## config.mk

```make
export PLATFORM = sky130hd
export DESIGN_NAME = resync_core
export DESIGN_NICKNAME = d
export VERILOG_FILES = /design/src/rtl/resync_pkg.sv /design/src/rtl/resync_timebase.sv /design/src/rtl/resync_term.sv /design/src/rtl/resync_accum.sv /design/src/rtl/resync_core.sv
export SDC_FILE = /design/constraint.sdc
export NUM_CORES = 1
export LEC_CHECK = 0
export BUFFER_PORTS_ARGS = -buffer_cell sky130_fd_sc_hd__buf_2
export CORE_MARGIN = 2
export CORE_UTILIZATION = 40
export DETAILED_ROUTE_END_ITERATION = 8
export MAX_ROUTING_LAYER = met4
export PLACE_DENSITY = 0.69
export SYNTH_ARGS = -nofsm -noshare
export SYNTH_HDL_FRONTEND = slang
export SYNTH_SLANG_ARGS = --single-unit
```

## constraint.sdc

```tcl
create_clock -name clk -period 18.38 [get_ports clk]
set_input_delay 3.676 -clock clk [delete_from_list [all_inputs] [get_ports clk]]
set_output_delay 3.676 -clock clk [all_outputs]
set_load 0.02 [all_outputs]
```

## src/rtl/resync_pkg.sv

```systemverilog
package resync_pkg;

    typedef enum logic [1:0] {
        ST_IDLE  = 2'd0,
        ST_ACCUM = 2'd1,
        ST_APPLY = 2'd2
    } rs_state_e;

    // Unsigned magnitude of a 32-bit two's complement value; the most
    // negative value maps to 2^31 without overflow.
    function automatic logic [31:0] mag32(input logic [31:0] v);
        return v[31] ? (~v + 32'd1) : v;
    endfunction

endpackage

```

## src/rtl/resync_timebase.sv

```systemverilog
module resync_timebase #(
    parameter int W = 32
) (
    input  logic         clk,
    input  logic         rst_n,
    input  logic         apply_en,
    input  logic [W-1:0] adj,
    output logic [W-1:0] cnt
);
    always_ff @(posedge clk) begin
        if (!rst_n)
            cnt <= '0;
        else if (apply_en)
            cnt <= cnt + W'(1) + adj;
        else
            cnt <= cnt + W'(1);
    end

    assert_tick_R2: assert property (@(posedge clk) disable iff (!rst_n)
        !apply_en |=> cnt == $past(cnt) + W'(1));

    assert_apply_R7: assert property (@(posedge clk) disable iff (!rst_n)
        apply_en |=> cnt == $past(cnt) + W'(1) + $past(adj));
endmodule

```

## src/rtl/resync_term.sv

```systemverilog
module resync_term #(
    parameter int W = 32
) (
    input  logic [W-1:0] peer,
    input  logic [W-1:0] own,
    input  logic [W-1:0] thr,
    output logic [W-1:0] diff,
    output logic         accept
);
    logic [W-1:0] mag;

    always_comb begin
        diff   = peer - own;
        mag    = diff[W-1] ? (~diff + W'(1)) : diff;
        accept = (mag < thr);
    end
endmodule

```

## src/rtl/resync_accum.sv

```systemverilog
module resync_accum #(
    parameter int W  = 32,
    parameter int SW = 36,
    parameter int CW = 3
) (
    input  logic          clk,
    input  logic          rst_n,
    input  logic          clear,
    input  logic          step,
    input  logic [W-1:0]  diff,
    input  logic          accept,
    output logic [SW-1:0] sum,
    output logic [CW-1:0] excl
);
    logic [SW-1:0] diff_ext;

    always_comb diff_ext = {{(SW-W){diff[W-1]}}, diff};

    always_ff @(posedge clk) begin
        if (!rst_n || clear) begin
            sum  <= '0;
            excl <= '0;
        end else if (step) begin
            if (accept)
                sum <= sum + diff_ext;
            else
                excl <= excl + CW'(1);
        end
    end
endmodule

```

## src/rtl/resync_core.sv

```systemverilog
module resync_core #(
    parameter int N = 5,
    parameter int W = 32
) (
    input  logic                 clk,
    input  logic                 rst_n,
    input  logic [(N-1)*W-1:0]   peer_bus,
    input  logic                 peer_vld,
    input  logic [W-1:0]         limit,
    output logic [W-1:0]         time_out,
    output logic                 done,
    output logic [W-1:0]         corr_out,
    output logic [$clog2(N)-1:0] excl_out
);
    import resync_pkg::*;

    localparam int P  = N - 1;
    localparam int IW = (P > 1) ? $clog2(P) : 1;
    localparam int CW = $clog2(N);
    localparam int SW = W + $clog2(N) + 1;
    localparam logic signed [SW-1:0] NDIV = SW'(N);

    rs_state_e     state, state_nx;
    logic [W-1:0]  own_snap;
    logic [W-1:0]  thr_q;
    logic [W-1:0]  peer_q [P];
    logic [IW-1:0] idx;
    logic          last_peer;

    logic [W-1:0]  cur_diff;
    logic          cur_accept;
    logic [SW-1:0] sum;
    logic [CW-1:0] excl;
    logic signed [SW-1:0] quo;
    logic          apply_en;
    logic          accum_clear;
    logic          accum_step;

    // state register
    always_ff @(posedge clk) begin
        if (!rst_n)
            state <= ST_IDLE;
        else
            state <= state_nx;
    end

    always_comb last_peer = (idx == IW'(P - 1));

    // transitions: accept, step, last, commit
    always_comb begin
        state_nx = state;
        unique case (state)
            ST_IDLE:  if (peer_vld) state_nx = ST_ACCUM;
            ST_ACCUM: if (last_peer) state_nx = ST_APPLY;
            ST_APPLY: state_nx = ST_IDLE;
            default:  state_nx = ST_IDLE;
        endcase
    end

    // capture on accept
    always_ff @(posedge clk) begin
        if (!rst_n) begin
            own_snap <= '0;
            thr_q    <= '0;
        end else if (state == ST_IDLE && peer_vld) begin
            own_snap <= time_out;
            thr_q    <= limit;
        end
    end

    generate
        for (genvar k = 0; k < P; k++) begin : g_peer
            always_ff @(posedge clk) begin
                if (!rst_n)
                    peer_q[k] <= '0;
                else if (state == ST_IDLE && peer_vld)
                    peer_q[k] <= peer_bus[k*W +: W];
            end
        end
    endgenerate

    always_ff @(posedge clk) begin
        if (!rst_n)
            idx <= '0;
        else if (state == ST_ACCUM)
            idx <= last_peer ? '0 : idx + IW'(1);
        else
            idx <= '0;
    end

    resync_term #(.W(W)) i_term (
        .peer   (peer_q[idx]),
        .own    (own_snap),
        .thr    (thr_q),
        .diff   (cur_diff),
        .accept (cur_accept)
    );

    resync_accum #(.W(W), .SW(SW), .CW(CW)) i_accum (
        .clk    (clk),
        .rst_n  (rst_n),
        .clear  (accum_clear),
        .step   (accum_step),
        .diff   (cur_diff),
        .accept (cur_accept),
        .sum    (sum),
        .excl   (excl)
    );

    always_comb quo = $signed(sum) / NDIV;

    // outputs
    always_comb begin
        done        = 1'b0;
        apply_en    = 1'b0;
        accum_clear = 1'b0;
        accum_step  = 1'b0;
        corr_out    = '0;
        excl_out    = '0;
        unique case (state)
            ST_IDLE:  accum_clear = 1'b1;
            ST_ACCUM: accum_step  = 1'b1;
            ST_APPLY: begin
                done     = 1'b1;
                apply_en = 1'b1;
                corr_out = quo[W-1:0];
                excl_out = excl;
            end
            default: ;
        endcase
    end

    resync_timebase #(.W(W)) i_timebase (
        .clk      (clk),
        .rst_n    (rst_n),
        .apply_en (apply_en),
        .adj      (corr_out),
        .cnt      (time_out)
    );

    assert_done_pulse_R6: assert property (@(posedge clk) disable iff (!rst_n)
        done |=> !done);

    assert_excl_range_R9: assert property (@(posedge clk) disable iff (!rst_n)
        done |-> excl_out <= CW'(P));

    assert_corr_sign_R5: assert property (@(posedge clk) disable iff (!rst_n)
        (done && corr_out != '0) |-> corr_out[W-1] == sum[SW-1]);

    assert_busy_hold_R8: assert property (@(posedge clk) disable iff (!rst_n)
        (state == ST_ACCUM) |=> ($stable(own_snap) && $stable(thr_q)));
endmodule

```

Word level (Yosys, flattened, before mapping):

Memories as Yosys holds them, arrays and structs flattened. A register that Yosys moved wholly into a read port is not among the register bits.
Cells that the tools add are included.

* add/sub/neg operators: 7
* multiply operators: 0
* div/mod/pow operators: 1
* order comparisons: 1
* equal/unequal tests: 5
* shift operators: 0
* mux-type cells: 19
* bitwise operators: 8
* reduce and logical (&&, ||, !) cells: 8

Operator list (number)
* two-way mux 32 bit: 7
* adder 32 x 1 -> 32 bit (second input constant): 2
* adder 36 bit: 1
* divider 36 x 4 -> 36 bit (second input constant): 1
* adder 32 bit: 1
* less-than comparator 32 bit: 1
* NOT 32 bit: 1
* subtractor 32 bit: 1
* two-way mux 1 bit: 7
* two-way mux 2 bit: 3
* AND reduction 2 bit: 3
* equality test 2 bit (second input constant): 2
* inequality test 2 bit (second input constant): 2
* OR 1 bit: 4
* one-hot mux 2 bit (2 select lines): 1
* adder 3 x 1 -> 3 bit (second input constant): 1
* two-way mux 3 bit: 1
* NOT 1 bit: 3
* OR reduction 3 bit: 1
* adder 2 x 1 -> 2 bit (second input constant): 1
* equality test 2 x 1 -> 1 bit (second input constant): 1
* logical NOT 2 bit: 1
* logical AND 1 bit: 1
* logical NOT 1 bit: 1
* logical OR 1 bit: 1

* register bits after elaboration: 139
* bits in latches: 0
* bits in writable memories: 128
* bits in read-only memories: 0
* output and inout port bits: 68
* logic and storage cells: 57
* memories: 1

Memories
* peer_q: depth 4, bits a word 32, read ports 1, clocked after memory_dff 1, wr ports 4, line resync_core.sv:26 `logic [W-1:0] peer_q [P];`

Depth between registers and ports, before layout:

* word-level depth: 7
* depth in mapped cells: 98
* gate-level depth less buffers: 86

By module:

From an unflattened synthesis, not the netlist that was laid out.

* cells, all modules: 2801
* area, all modules: 24382.1 µm²

Modules (own cells, without submodules)
* resync_core: times used 1, cells each 1435, area each 14131.1 µm², sequential area each 5205.0 µm²
* resync_timebase: times used 1, cells each 449, area each 3508.4 µm², sequential area each 640.6 µm²
* resync_term: times used 1, cells each 497, area each 3478.3 µm², sequential area each 0.0 µm²
* resync_accum: times used 1, cells each 420, area each 3264.4 µm², sequential area each 780.7 µm²

Worst setup path before layout:

OpenSTA, ideal clock, no wires.

* kind: flip-flop to flip-flop
* start: register i_accum.sum[16]
* end: register i_timebase.cnt[31]
* arrival: 18.220 ns
* data required time: 18.261 ns
* path slack: 0.041 ns
* stages on the path, launching flop included: 92
* path buffers: 8
* clock period less this slack: 18.339 ns
* cells stage by stage: dfxtp_1 buf_2 or4_4 or4_1 buf_4 or4_1 o211a_1 xnor2_1 a211o_1 buf_4 nand2_1 o221ai_2 nor4b_4 buf_4 mux2i_1 and3_1 clkbuf_1 a2111oi_2 [... 56 more ...] o21bai_1 a21oi_1 o21bai_1 a21oi_1 o21bai_1 a21oi_1 nor2b_1 o21a_1 o21a_1 o21ai_0 nand2b_1 a21oi_1 nor2b_1 nor2_1 nand4_1 mux2_2 a31oi_1 nor3b_1

* word-level cells in the longest chain between the ends: 4

Ends and longest elaborated chain
* start, declared: line resync_accum.sv:12 `output logic [SW-1:0] sum,`
* start signal, assigned: line resync_accum.sv:25 `sum <= sum + diff_ext;`
* divider 36 x 4 -> 36 bit: line resync_core.sv:110 `always_comb quo = $signed(sum) / NDIV;`
* two-way mux 32 bit: line resync_core.sv:120 `unique case (state)`
* net corr_out[1]: line resync_core.sv:12 `output logic [W-1:0] corr_out,`
* adder 32 bit: line resync_timebase.sv:14 `cnt <= cnt + W'(1) + adj;`
* two-way mux 32 bit: line resync_timebase.sv:13 `else if (apply_en)`
* end signal, assigned: line resync_timebase.sv:14
* end signal, assigned: line resync_timebase.sv:16 `cnt <= cnt + W'(1);`
* end, declared: line resync_timebase.sv:8 `output logic [W-1:0] cnt`

The timed path passes the listed nets, and every way through them passes these cells.
A chain may end at the register's enable or synchronous reset.

Worst setup path after layout:

* start: register i_accum.sum[0]
* end: output port corr_out[31]

* word-level cells in the longest chain between the ends: 2

Ends and longest elaborated chain (line)
* divider 36 x 4 -> 36 bit: resync_core.sv:110
* two-way mux 32 bit: resync_core.sv:120
* end, declared: resync_core.sv:12

Every way passes these cells.

==> summary.txt <==
Slew @ Worst Pin: 1.32 ns
Count of input and output buffers: 230
R2r endpoint: i_timebase.cnt[31]
GRT Residual Overflow: 0
HPWL Detailed: 49500 microns
R2R Setup Slk: 0.59 ns
EDFF count, synth: 128
Worst relative slew slack: 0.114
CORE AREA: 55200 sq um
Clk Latency, worst-skew pair: 0.55 ns
Die span in y: 240 microns
Crit path time final: 17.82 ns
Sequential area share after synthesis: 0.296
Status: finished clean
FP Rows: 86
Post-DP Area: 25900 sq um
Yosys warns: 0
Longest Clk Path Bufs: 3
Layout cells sized above 1: 0.266
Slowest-stage cell, CP: or4_4
Final setup TNS: 0 ns
Post-detailed-route count of antenna-violating nets: 0
Worst Path Buf+Inv: 12
Largest net degree at the start of global routing: 140
Root Driver: clkbuf_16
Filler cells: 5164
Final setup viols: 0
CP top delay family: compound AO/OA/AOI/OAI gates
Initial core utilization: 0.405
Most frequent CP cell: buf_4
Crit-path max FO: 11
WL/cell: 17.0 microns
Hold crit path type: reg -> reg
CP startpoint: i_accum.sum[0]
Number of global-route vias before repair: 19800
Worst Setup End Kind: output pin
Num CTS Buffers: 27
WP data arrival: 14.14 ns
Final WL: 65200 microns
Initial antenna violation count: 1
Top_reg_cell synth: dfxtp_1
Reg-to-reg startpoint: i_accum.sum[0]
R2R cell count: 95
Die footprint: 57800 sq um
Cell area after synthesis: 22400 sq um
First-pass GRT wire length: 102000 microns
Via density: 5.48
Crit Path Category: reg -> out
Routed vias: 21000
Post-route cell area: 28000 sq um
CP peak stage delay: 0.55 ns
Final nets: 3374
Cell depth of the worst setup path: 59
Mapped Cells: 2629
Die W: 240 microns
DR pass1 iterations: 5
Clk slew on worst S/H paths: 0.07 ns
Total global-route track usage: 0.222
Drt first-iter violations: 1254
RSZ-0062 raised after global routing: true
Routability cong.: 0.939
# IOs: 231
Clk sink count: 267
Ant diodes: 0
Final setup skew: 0.0151 ns
Residual DRC count: 0
Synth async-reset ratio: 0
CTS tree: yes
Register bit total from synthesis: 267
Critical Path RT: 14.70 ns
CP Launch Type: flip-flop
Max Cap Violations: 0
Fin. Hold Viols: 0
Tcrit/Tclk final: 0.969
Syn_area_per_cell: 8.51 sq um
Critical Path End: corr_out[31]
Area growth from synthesis to layout: 25.4%
Fmax: 0.0561 GHz
Hold buffer count at cts: 0
Max Slew Vio Count: 0
H-tree lvl count: 1
Syn Nets: 2931
Cell variety after synth: 121
layout by cell type, fill, tap and decap left out, types with 27 or more instances in the layout:
cell and n:
ha_1 135, clkbuf_16 27, o21ai_1 29, mux4_2 33, a211oi_1 35, xor2_1 79
nor3_1 44, a21oi_2 29, and2_1 143, inv_1 152, edfxtp_1 128, nand2b_1 27
buf_2 231, nand4_1 33, xnor2_1 159, nor2_1 228, nand3_1 55, dfxtp_1 137
buf_4 308, nand2_1 214, mux2i_1 39, o21bai_1 56, a21oi_1 117, o21ai_0 140
cells by family (layout without fill, tap and decap cells):
group | Yosys count | in the layout | synth area share
xor gates and xnor gates | 241 | 241 | 0.0953
DFF | 267 | 267 | 0.296
adders and majority gates | 139 | 139 | 0.0788
muxes | 78 | 78 | 0.0537
buffers and inverters | 294 | 755 | 0.0535
AOI/OAI and AO/OA | 696 | 697 | 0.214
and+or+nand+nor | 914 | 915 | 0.208
routing by layer:
layer,track usage,vias to the layer above,routed length [microns]
li1,-,10500,-
met1,0.290,9917,28800
met2,0.366,571,31200
met3,0.0199,105,3370
met4,0.0625,0,1840
met5,-,-,0
how the worst min path moves through the flow:
| stage | from | to | depth (start not counted) | slack, ns |
|---|---|---|---|---|
| after floorplan | thr_q[0] | thr_q[0] | 1 | 0.44 |
| after global placement | thr_q[0] | thr_q[0] | 1 | 0.46 |
| after detailed placement | thr_q[0] | thr_q[0] | 1 | 0.47 |
| after CTS | thr_q[0] | thr_q[0] | 1 | 0.48 |
| after global routing | own_snap[5] | own_snap[5] | 2 | 0.50 |
| final | own_snap[5] | own_snap[5] | 2 | 0.49 |
final cells by class:
type                            count  area (sq um)  area share
Clock inverter                     16           186     0.00665
Timing Repair Buffer              550          3600       0.129
Tap cell                          748           936      0.0334
Multi-Input combinational cell   2070         15400       0.549
Clock buffer                       33           698      0.0249
Sequential cell                   267          6630       0.236
Inverter                          156           591      0.0211
through the flow:
step,setup WS [ns],instances,hold slack (ns),utilization
global placement,-0.0233,3741,0.461,0.469
global route,-0.404,3840,0.505,0.508
detailed placement,-0.170,3741,0.466,0.469
finish,0.562,3840,0.486,0.508
CTS,0.00208,3794,0.481,0.487
floorplan,0.0406,2629,0.444,-
state kept, by name (all words and copies together), names as in the netlist:
register	count
peer_q	128
own_snap	32
state	2
i_accum.excl	3
i_timebase.cnt	32
thr_q	32
i_accum.sum	36
idx	2
tightest hold or removal path, delay by kind of cell, from the launching register on:
family                 cells  cell delay [ns]
buffers and inverters      1             0.06
DFF                        1             0.30
AOI/OAI and AO/OA          1             0.08
cell usage after synthesis (10+ instances only):
library cell | instances | area share
o211ai_1 | 20 | 0.0067
xor2_1 | 79 | 0.031
and3_1 | 15 | 0.0042
o31ai_1 | 27 | 0.0091
o21a_1 | 17 | 0.0057
buf_1 | 13 | 0.0022
a211oi_1 | 39 | 0.013
ha_1 | 136 | 0.076
nand4_1 | 33 | 0.0092
a21oi_1 | 147 | 0.033
nand3_1 | 59 | 0.013
xnor2_1 | 160 | 0.063
buf_4 | 10 | 0.0034
o21ai_1 | 26 | 0.0058
and2_1 | 147 | 0.041
inv_1 | 155 | 0.026
nor3_1 | 48 | 0.011
or4_1 | 18 | 0.0060
nor2b_1 | 17 | 0.0048
buf_2 | 27 | 0.0060
nor2_1 | 236 | 0.040
clkbuf_1 | 85 | 0.014
o22ai_1 | 14 | 0.0039
nand2b_1 | 27 | 0.0076
mux4_2 | 33 | 0.033
o21ai_0 | 147 | 0.033
nor4_1 | 22 | 0.0062
nand2_1 | 219 | 0.037
o41ai_1 | 13 | 0.0051
a21o_1 | 16 | 0.0054
dfxtp_1 | 139 | 0.12
or3_1 | 16 | 0.0045
mux2i_1 | 42 | 0.019
a31oi_1 | 24 | 0.0067
o21bai_1 | 56 | 0.019
edfxtp_1 | 128 | 0.17
what timing repair did:
item	4_1_cts	5_1_grt
endpoints found under the setup margin	1	35
resized for setup	18	159
cloned	1	2
setup buffers	3	45
pin swaps	5	88
Power is not shown: default switching activity piles up to over one toggle a cycle in this logic, so the estimate is an artifact.
